--- src/rtl/bsz_pkg.sv ---
package bsz_pkg;
  localparam int BUS_W = 16;
  localparam int OPD_W = 32;

  typedef enum logic [1:0] {
    SZ_LONG   = 2'b00,
    SZ_BYTE   = 2'b01,
    SZ_WORD   = 2'b10,
    SZ_TRIPLE = 2'b11
  } siz_e;

  localparam logic [1:0] ACK_HOLD = 2'b11;
  localparam logic [1:0] ACK_NARROW = 2'b10;

  function automatic logic [2:0] size_bytes(input logic [1:0] s);
    case (s)
      SZ_BYTE: size_bytes = 3'd1;
      SZ_WORD: size_bytes = 3'd2;
      SZ_TRIPLE: size_bytes = 3'd3;
      default: size_bytes = 3'd4;
    endcase
  endfunction
endpackage

--- src/rtl/bsz_step.sv ---
module bsz_step (
  input  logic [1:0] ack_n,
  input  logic       odd,
  input  logic [2:0] left,
  output logic       ack_any,
  output logic       narrow,
  output logic [2:0] take
);
  import bsz_pkg::*;
  always_comb begin
    ack_any = (ack_n != ACK_HOLD);
    narrow  = (ack_n == ACK_NARROW);
    take    = (narrow || odd || left == 3'd1) ? 3'd1 : 3'd2;
  end
endmodule

--- src/rtl/bsz_wlane.sv ---
module bsz_wlane (
  input  logic [31:0] wbuf,
  input  logic        odd,
  input  logic [2:0]  left,
  output logic [15:0] dout
);
  always_comb begin
    if (odd || left == 3'd1) dout = {wbuf[31:24], wbuf[31:24]};
    else                     dout = wbuf[31:16];
  end
endmodule

--- src/rtl/bsz_rpack.sv ---
module bsz_rpack (
  input  logic [31:0] rbuf,
  input  logic [15:0] din,
  input  logic        narrow,
  input  logic        odd,
  input  logic [2:0]  take,
  output logic [31:0] rbuf_nxt
);
  logic [7:0] one_byte;
  always_comb begin
    one_byte = (narrow || !odd) ? din[15:8] : din[7:0];
    if (take == 3'd2) rbuf_nxt = {rbuf[15:0], din};
    else              rbuf_nxt = {rbuf[23:0], one_byte};
  end
endmodule

--- src/rtl/bus_sizer.sv ---
module bus_sizer #(
  parameter int AW = 24
) (
  input  logic          clk,
  input  logic          rst,
  input  logic          req,
  input  logic          req_we,
  input  logic [1:0]    req_size,
  input  logic [AW-1:0] req_addr,
  input  logic [31:0]   req_wdata,
  output logic          done,
  output logic [31:0]   rdata,
  output logic          addr_err,
  output logic          bus_cyc,
  output logic          bus_we,
  output logic [AW-1:0] bus_addr,
  output logic [1:0]    bus_siz,
  output logic [15:0]   bus_dout,
  input  logic [15:0]   bus_din,
  input  logic [1:0]    ack_n
);
  import bsz_pkg::*;

  logic          busy_q, we_q, done_q, err_q;
  logic [AW-1:0] addr_q;
  logic [2:0]    left_q;
  logic [31:0]   wbuf_q, rbuf_q, rdata_q;

  logic          ack_any, narrow;
  logic [2:0]    take, req_n;
  logic [31:0]   rbuf_nxt;
  logic          misaligned;

  bsz_step u_step (
    .ack_n(ack_n), .odd(addr_q[0]), .left(left_q),
    .ack_any(ack_any), .narrow(narrow), .take(take)
  );

  bsz_wlane u_wlane (
    .wbuf(wbuf_q), .odd(addr_q[0]), .left(left_q), .dout(bus_dout)
  );

  bsz_rpack u_rpack (
    .rbuf(rbuf_q), .din(bus_din), .narrow(narrow), .odd(addr_q[0]),
    .take(take), .rbuf_nxt(rbuf_nxt)
  );

  assign req_n      = size_bytes(req_size);
  assign misaligned = (req_size != SZ_BYTE) && req_addr[0];

  always_ff @(posedge clk) begin
    if (rst) begin
      busy_q  <= 1'b0;
      we_q    <= 1'b0;
      done_q  <= 1'b0;
      err_q   <= 1'b0;
      addr_q  <= '0;
      left_q  <= 3'd0;
      wbuf_q  <= '0;
      rbuf_q  <= '0;
      rdata_q <= '0;
    end else begin
      done_q <= 1'b0;
      err_q  <= 1'b0;
      if (!busy_q) begin
        if (req) begin
          if (misaligned) begin
            err_q <= 1'b1;
          end else begin
            busy_q <= 1'b1;
            we_q   <= req_we;
            addr_q <= req_addr;
            left_q <= req_n;
            rbuf_q <= '0;
            case (req_n)
              3'd1:    wbuf_q <= req_wdata << 24;
              3'd2:    wbuf_q <= req_wdata << 16;
              3'd3:    wbuf_q <= req_wdata << 8;
              default: wbuf_q <= req_wdata;
            endcase
          end
        end
      end else if (ack_any) begin
        rbuf_q <= rbuf_nxt;
        addr_q <= addr_q + AW'(take);
        left_q <= left_q - take;
        wbuf_q <= (take == 3'd2) ? (wbuf_q << 16) : (wbuf_q << 8);
        if (left_q == take) begin
          busy_q  <= 1'b0;
          done_q  <= 1'b1;
          rdata_q <= rbuf_nxt;
        end
      end
    end
  end

  assign done     = done_q;
  assign addr_err = err_q;
  assign rdata    = rdata_q;
  assign bus_cyc  = busy_q;
  assign bus_we   = we_q;
  assign bus_addr = addr_q;
  assign bus_siz  = left_q[1:0];

  a_r2_misaligned_refused: assert property (@(posedge clk) disable iff (rst)
    (!busy_q && req && req_size != SZ_BYTE && req_addr[0]) |=> (addr_err && !bus_cyc && !done));

  a_r6_hold_on_wait: assert property (@(posedge clk) disable iff (rst)
    (bus_cyc && ack_n == ACK_HOLD) |=> (bus_cyc && $stable(bus_addr) && $stable(bus_siz)));

  a_r4_narrow_long_step: assert property (@(posedge clk) disable iff (rst)
    (bus_cyc && bus_siz == 2'b00 && ack_n == ACK_NARROW) |=>
      (bus_cyc && bus_siz == 2'b11 && bus_addr == $past(bus_addr) + AW'(1)));

  a_r5_wide_long_step: assert property (@(posedge clk) disable iff (rst)
    (bus_cyc && bus_siz == 2'b00 && ack_n == 2'b01 && !bus_addr[0]) |=>
      (bus_cyc && bus_siz == 2'b10 && bus_addr == $past(bus_addr) + AW'(2)));

  a_r9_done_single: assert property (@(posedge clk) disable iff (rst)
    done |=> !done);

  a_r9_done_ends_cycle: assert property (@(posedge clk) disable iff (rst)
    done |-> (!bus_cyc && !addr_err));
endmodule

--- config.mk ---
export PLATFORM = sky130hd
export DESIGN_NAME = bus_sizer
export DESIGN_NICKNAME = d
export VERILOG_FILES = /design/src/rtl/bsz_pkg.sv /design/src/rtl/bsz_step.sv /design/src/rtl/bsz_wlane.sv /design/src/rtl/bsz_rpack.sv /design/src/rtl/bus_sizer.sv
export SDC_FILE = /design/constraint.sdc
export NUM_CORES = 1
export LEC_CHECK = 0
export ABC_AREA = 1
export CAP_MARGIN = 20
export CORE_MARGIN = 10
export CORE_UTILIZATION = 35
export CTS_CLUSTER_SIZE = 14
export DETAILED_ROUTE_END_ITERATION = 6
export DONT_BUFFER_PORTS = 1
export GPL_TIMING_DRIVEN = 0
export PLACE_DENSITY_LB_ADDON = 0.1
export SLEW_MARGIN = 10
export SYNTH_ARGS = -nofsm -noshare
export SYNTH_HDL_FRONTEND = slang
export SYNTH_SLANG_ARGS = --single-unit
--- constraint.sdc ---
create_clock -name clk -period 2.23 [get_ports clk]
set_clock_uncertainty 0.1 [all_clocks]
set_input_delay 0.1115 -clock clk [delete_from_list [all_inputs] [get_ports clk]]
set_output_delay 0.1115 -clock clk [all_outputs]
set_load 0.05 [all_outputs]
==> impl_metrics.toml, run 1 <==
[die]
dieArea_mm2 = 0.0244
die_x_um = 156
row_count = 49
die_h_um = 156
coreArea_mm2 = 0.0181
io_pins = 158
start_util = 0.359

[setup_path]
cp.required_ns = 2.02
cp_slowest_cell = "o21ai_2"
crit_path_max_incr_delay_ns = 0.55
worstSetupStartpointType = "register"
crit_fanout = 10
crit_type = "register to output port"
end_kind = "output port"
path_cells = "inv_2, nand3_4, nand2_1, clkbuf_2, o21ai_2"
arrival_ns = 2.02

[power]
p_switching_mw = 2.68
seqPwrFrac = 0.377
vdd.ir_drop.worst_v = 0.000576
power_report.internal_total_mw = 4.68
p_per_area_mw_per_mm2 = 858
swShare = 0.364
clockPowerShare = 0.378
combPwrFrac = 0.245
power_leakage_nw = 3.37

[global_routing]
antenna_found_initial = 2
grt_pass1_wl_mm = 40.6
track_usage = 0.214
overflow = 0
grt_pass1_vias = 7161
grt_max_degree = 19

[route]
avgViaCountPerCell = 5.34
dr.pass1.iters = 5
wl_per_cell_um = 19.8
num_vias = 7168
drc_errors = 0
antenna_left = 0
routed_wl_mm = 26.6
drt_iter0_drc = 612

[timing]
slew_violations = 0
finalCritPeriodShare = 1.00
hold_violations = 0
rsz0062_at_grt = "yes"
tightest_slew_ns = 0.833
slew_headroom = 0.444
setup_violations = 1
min_period_ns = 2.24
setup_slack_ns = -0.00585
max_freq_mhz = 447
fin_setup_tns_ns = -0.00585

[cts]
numCtsBuffers = 17
htreeDepth = 4
clk_latency_ns = 0.43
cts_root_buf = "clkbuf_16"
clock-sinks = 119
clkTransAtPathRegs_ns = 0.05
clock_path_buffers = 2
cts_tree = "done"

[place]
placed_area_mm2 = 0.00678
dp_hpwl_mm = 19.6
place_congestion = 0.849
dp_slack_ns = -0.419
io_buffers = 0

[finish]
layout.nets = 1183
fillers = 1845
final_core_util = 0.474
final_cell_mix = "nand2_1, dfxtp_1, nor2_1, a21oi_1, dlygate4sd3_1"
drive_gt1_frac = 0.158
area_delta_synth_final_pct = 32.1
layout_commonest_cell = "nand2_1"
finalInstanceArea_mm2 = 0.00857

[logic_synthesis]
netlist_area_mm2 = 0.00649
ys.flop_type = "dfxtp_1"
synthArstFlopShare = 0
synth_edf_count = 0
ys_types = 35
ys_ff_latch = 119
netlist_instances = 987
ys_warn_count = 0
syn_nets = 1072
syn_area_per_cell_um2 = 6.58
seq_area_frac_synth = 0.367

[hold_path]
min_path_type = "primary input to register"

[status]
outcome = "finished, violations left"
violations = "negative setup slack"

[run]
maxCapViolations = 0
## sequential cells by signal, summed over array words and instances, names as in the netlist
register  count
done          1
bus_we        1
addr_err      1
left_q        3
rdata        32
bus_addr     24
bus_cyc       1
rbuf_q       24
wbuf_q       32
## metal layers
layer | global-route usage | part of all wire
met4 | 0.0679 | 0.027
met1 | 0.256 | 0.42
met3 | 0.0590 | 0.069
met5 | 0 | 0
met2 | 0.364 | 0.48
## cell families after synthesis
group           synth area share
simple gates               0.259
compound gates             0.239
buf+inv                    0.119
flops                      0.367
fa+ha+maj                 0.0108
xor+xnor                 0.00540
## synthesized netlist by cell type, types with 8 or more instances
| master | n | share of area |
|---|---|---|
| a21oi_1 | 89 | 0.069 |
| nand2_1 | 207 | 0.12 |
| buf_2 | 19 | 0.015 |
| nor2_1 | 89 | 0.051 |
| inv_1 | 80 | 0.046 |
| nand4_1 | 10 | 0.0096 |
| o211ai_1 | 11 | 0.013 |
| a32oi_1 | 8 | 0.011 |
| dfxtp_1 | 119 | 0.37 |
| o21ai_1 | 76 | 0.059 |
| buf_4 | 18 | 0.021 |
| a31oi_1 | 10 | 0.0096 |
| o22ai_1 | 8 | 0.0077 |
| o21ai_0 | 80 | 0.062 |
| clkbuf_1 | 26 | 0.015 |
| nand3_1 | 71 | 0.055 |
| inv_2 | 18 | 0.010 |
## path summary, 6_finish.rpt
path / startpoint / cells after the start / end / slack, ns
worst max-delay path: left_q[2] / 5 / bus_dout[0] / -0.006
worst min-delay path: req_wdata[17] / 6 / wbuf_q[17] / 0.02
worst max register to register: left_q[2] / 13 / rdata[31] / 0.09
worst min register to register: rbuf_q[2] / 2 / rbuf_q[2] / 0.41
## final cells by class
cell class | instances | area, um^2 | share of cell area
timing repair buffer | 93 | 922 | 0.108
multi-input combinational | 697 | 3530 | 0.411
clock inverter | 10 | 121 | 0.0142
antenna | 2 | 5.00 | 0.000584
buffer | 72 | 445 | 0.0519
clock buffer | 22 | 474 | 0.0553
sequential | 119 | 2400 | 0.280
tap | 229 | 287 | 0.0334
inverter | 98 | 388 | 0.0452
## critical path, delay by kind of cell (launching register included)
kind            cells  cell delay (ns)
buf+inv             2             0.38
flops               1             0.36
compound gates      1             0.55
simple gates        2             0.30
## stage by stage
step | hold WS [ns] | cells | power (mW)
finish | 0.0159 | 1342 | 7.36
global route | 0.0453 | 1341 | 7.67
CTS | 0.0000317 | 1330 | 7.27
detailed placement | 0.135 | 1216 | 4.29
global placement | 0.136 | 1216 | 4.29
floorplan | 0.102 | 987 | 3.84
## power groups by stage
stage	registers [mW]	logic, mW	clock network (mW)
finish	2.77	1.80	2.78
global placement	2.81	1.48	0
CTS	2.77	1.69	2.82
floorplan	2.72	1.11	0
global route	2.80	1.98	2.90
detailed placement	2.81	1.49	0
## what timing repair did
action,4_1_cts,5_1_grt
gates resized for setup,29,58
hold buffers,81,0
hold endpoints to repair,101,0
endpoints found under the setup margin,64,66
cloned,0,2
buffers inserted,2,8
pin swaps,3,13
No activity file was read; power rests on OpenSTA's default activity.
==> inputs of run 2 (changes only) <==
--- a/config.mk
+++ b/config.mk
@@ -5,7 +5,6 @@
 export SDC_FILE = /design/constraint.sdc
 export NUM_CORES = 1
 export LEC_CHECK = 0
-export ABC_AREA = 1
 export CAP_MARGIN = 20
 export CORE_MARGIN = 10
 export CORE_UTILIZATION = 35
==> impl_metrics.toml, run 2 <==
[route]
avgViaCountPerCell = 5.81
antenna_left = 0
dr.pass1.iters = 5
routed_wl_mm = 25.0
num_vias = 6138
wl_per_cell_um = 23.7
drc_errors = 0
drt_iter0_drc = 397

[timing]
setup_slack_ns = -0.0895
rsz0062_at_grt = "yes"
slew_headroom = 0.409
tightest_slew_ns = 0.886
setup_violations = 8
min_period_ns = 2.32
finalCritPeriodShare = 1.04
max_freq_mhz = 431
slew_violations = 0
hold_violations = 0

[global_routing]
track_usage = 0.208
antenna_found_initial = 0
gr-usage-met3 = 0.0720
grtUsageMet1 = 0.230
overflow = 0
grt_pass1_vias = 6417
grt_pass1_wl_mm = 38.0
grt_max_degree = 17
grt-busiest-layer = "met2"
gr-usage-met2 = 0.355

[setup_path]
worstSetupStartpointType = "register"
crit_type = "register to register"
arrival_ns = 2.50
cp.required_ns = 2.41
crit_fanout = 5
end_kind = "register"

[logic_synthesis]
syn_area_per_cell_um2 = 8.58
synth_top_area_frac = 0.389
ys.flop_type = "dfxtp_1"
ys_ff_latch = 119
ys_types = 60
syn_nets = 799
netlist_area_mm2 = 0.00612
netlist_instances = 714
synthTopCellsByArea = "dfxtp_1, nand2_1, mux2i_1"
ys_warn_count = 0
seq_area_frac_synth = 0.389
synth_largest_area_cell = "dfxtp_1"
yosys-top-cells-count = "dfxtp_1, nand2_1, nor2_1"
synth.most_common_cell = "dfxtp_1"
synth_edf_count = 0
synthArstFlopShare = 0

[cts]
clock_path_buffers = 2
cts_root_buf = "clkbuf_16"
clkTransAtPathRegs_ns = 0.05
clock-sinks = 119
clk_latency_ns = 0.42
cts_tree = "done"
htreeDepth = 4
numCtsBuffers = 17

[die]
start_util = 0.355
dieArea_mm2 = 0.0232
coreArea_mm2 = 0.0172
row_count = 48
io_pins = 158
die_x_um = 152
die_h_um = 152

[status]
violations = "negative setup slack"
outcome = "finished, violations left"

[finish]
layout_commonest_cell = "dfxtp_1"
drive_gt1_frac = 0.262
diodes = 0
area_delta_synth_final_pct = 35.9
layout.cells.non_filler = 1057
layout.nets = 904
final_cell_mix = "dfxtp_1, nand2_1, dlygate4sd3_1, nor2_1, a21oi_1"

[hold_path]
min_path_type = "primary input to register"

[power]
p_per_area_mw_per_mm2 = 836
power_leakage_nw = 3.13
vdd.ir_drop.worst_v = 0.000616

[place]
place_congestion = 0.876
placed_cells = 939
dp_hpwl_mm = 17.5
dp_slack_ns = -0.789
io_buffers = 0

[run]
maxCapViolations = 0
-- run 2: cell count changes after synthesis, moves of 18 or more --
cell     previous run  this run
nand2_1           207       103
o21ai_1            76         0
inv_1              80         8
nand3_1            71        21
a21oi_1            89        48
mux2i_1             0        37
o21ai_0            80        45
nor2_1             89        61
mux2_2              0        24
inv_2              18         0
-- run 2: logic make-up (layout without fill, tap and decap cells) --
logic type,Yosys count,after routing,synth area share
AND/OR/NAND/NOR,238,238,0.175
adder cells (fa/ha/maj),5,5,0.0114
XOR/XNOR,2,2,0.00286
flip-flops,119,119,0.389
buffers and inverters,77,195,0.0623
multiplexers,70,70,0.136
AO/OA/AOI/OAI,203,203,0.224
-- run 2: final cells by class --
type	instances	area [um^2]
plain buffers	65	447
clock buffers	19	443
clock inverters	13	131
fillers	1660	8920
inverters	10	51.3
multi-input cells	518	3700
flip-flops and latches	119	2410
well taps	225	282
repair buffers	88	853
-- run 2: final timing paths --
check | end | from | depth (start not counted) | slack (ns)
max | bus_addr[21] | left_q[0] | 10 | -0.09
min | wbuf_q[8] | req_wdata[0] | 4 | 0.007
min reg2reg | wbuf_q[7] | wbuf_q[7] | 2 | 0.37
max reg2reg | bus_addr[21] | left_q[0] | 10 | -0.09
-- run 2: power by group --
group / internal [mW] / switching [mW] / leakage [nW]
registers: 2.26 / 0.324 / 0.977
clock network: 1.66 / 1.03 / 0.271
logic: 0.681 / 0.997 / 1.88
total: 4.60 / 2.35 / 3.13
-- run 2: what timing repair did --
item	in CTS	in global routing
setup endpoints to repair	125	93
gates resized for setup	93	62
pin swaps	24	22
buffers inserted	23	7
cloned	3	0
hold buffers	59	0
endpoints found under the hold margin	72	0
-- run 2: worst max-delay path: stages, from the launching register on --
cell and delay [ns]:
dfxtp_2 0.32, nor3b_4 0.15, or3_4 0.39, buf_12 0.17, ha_4 0.16, a21oi_4 0.26
nor4_4 0.08, buf_4 0.15, nand4_1 0.10, mux2i_1 0.19, o22ai_1 0.09
-- run 2: through the flow --
stage / utilization / hold WS [ns] / total power [mW] / area [um^2] / TNS (ns)
final: 0.483 / 0.00713 / 6.95 / 8320 / -0.438
after global routing: 0.483 / 0.0447 / 7.21 / 8320 / -2.75
after CTS: 0.476 / 0.00434 / 6.95 / 8200 / -0.708
after detailed placement: 0.380 / 0.160 / 3.98 / 6540 / -56.20
after global placement: 0.380 / 0.154 / 3.96 / 6540 / -57.00
after floorplan: - / 0.148 / 3.61 / 6260 / -2.77
-- run 2: metal layers --
layer / wire [um] / share of wire / vias up
met5: 0 / 0 / -
met4: 661 / 0.026 / 0
met3: 2150 / 0.086 / 43
met2: 12400 / 0.50 / 240
met1: 9810 / 0.39 / 3018
li1: - / - / 2837
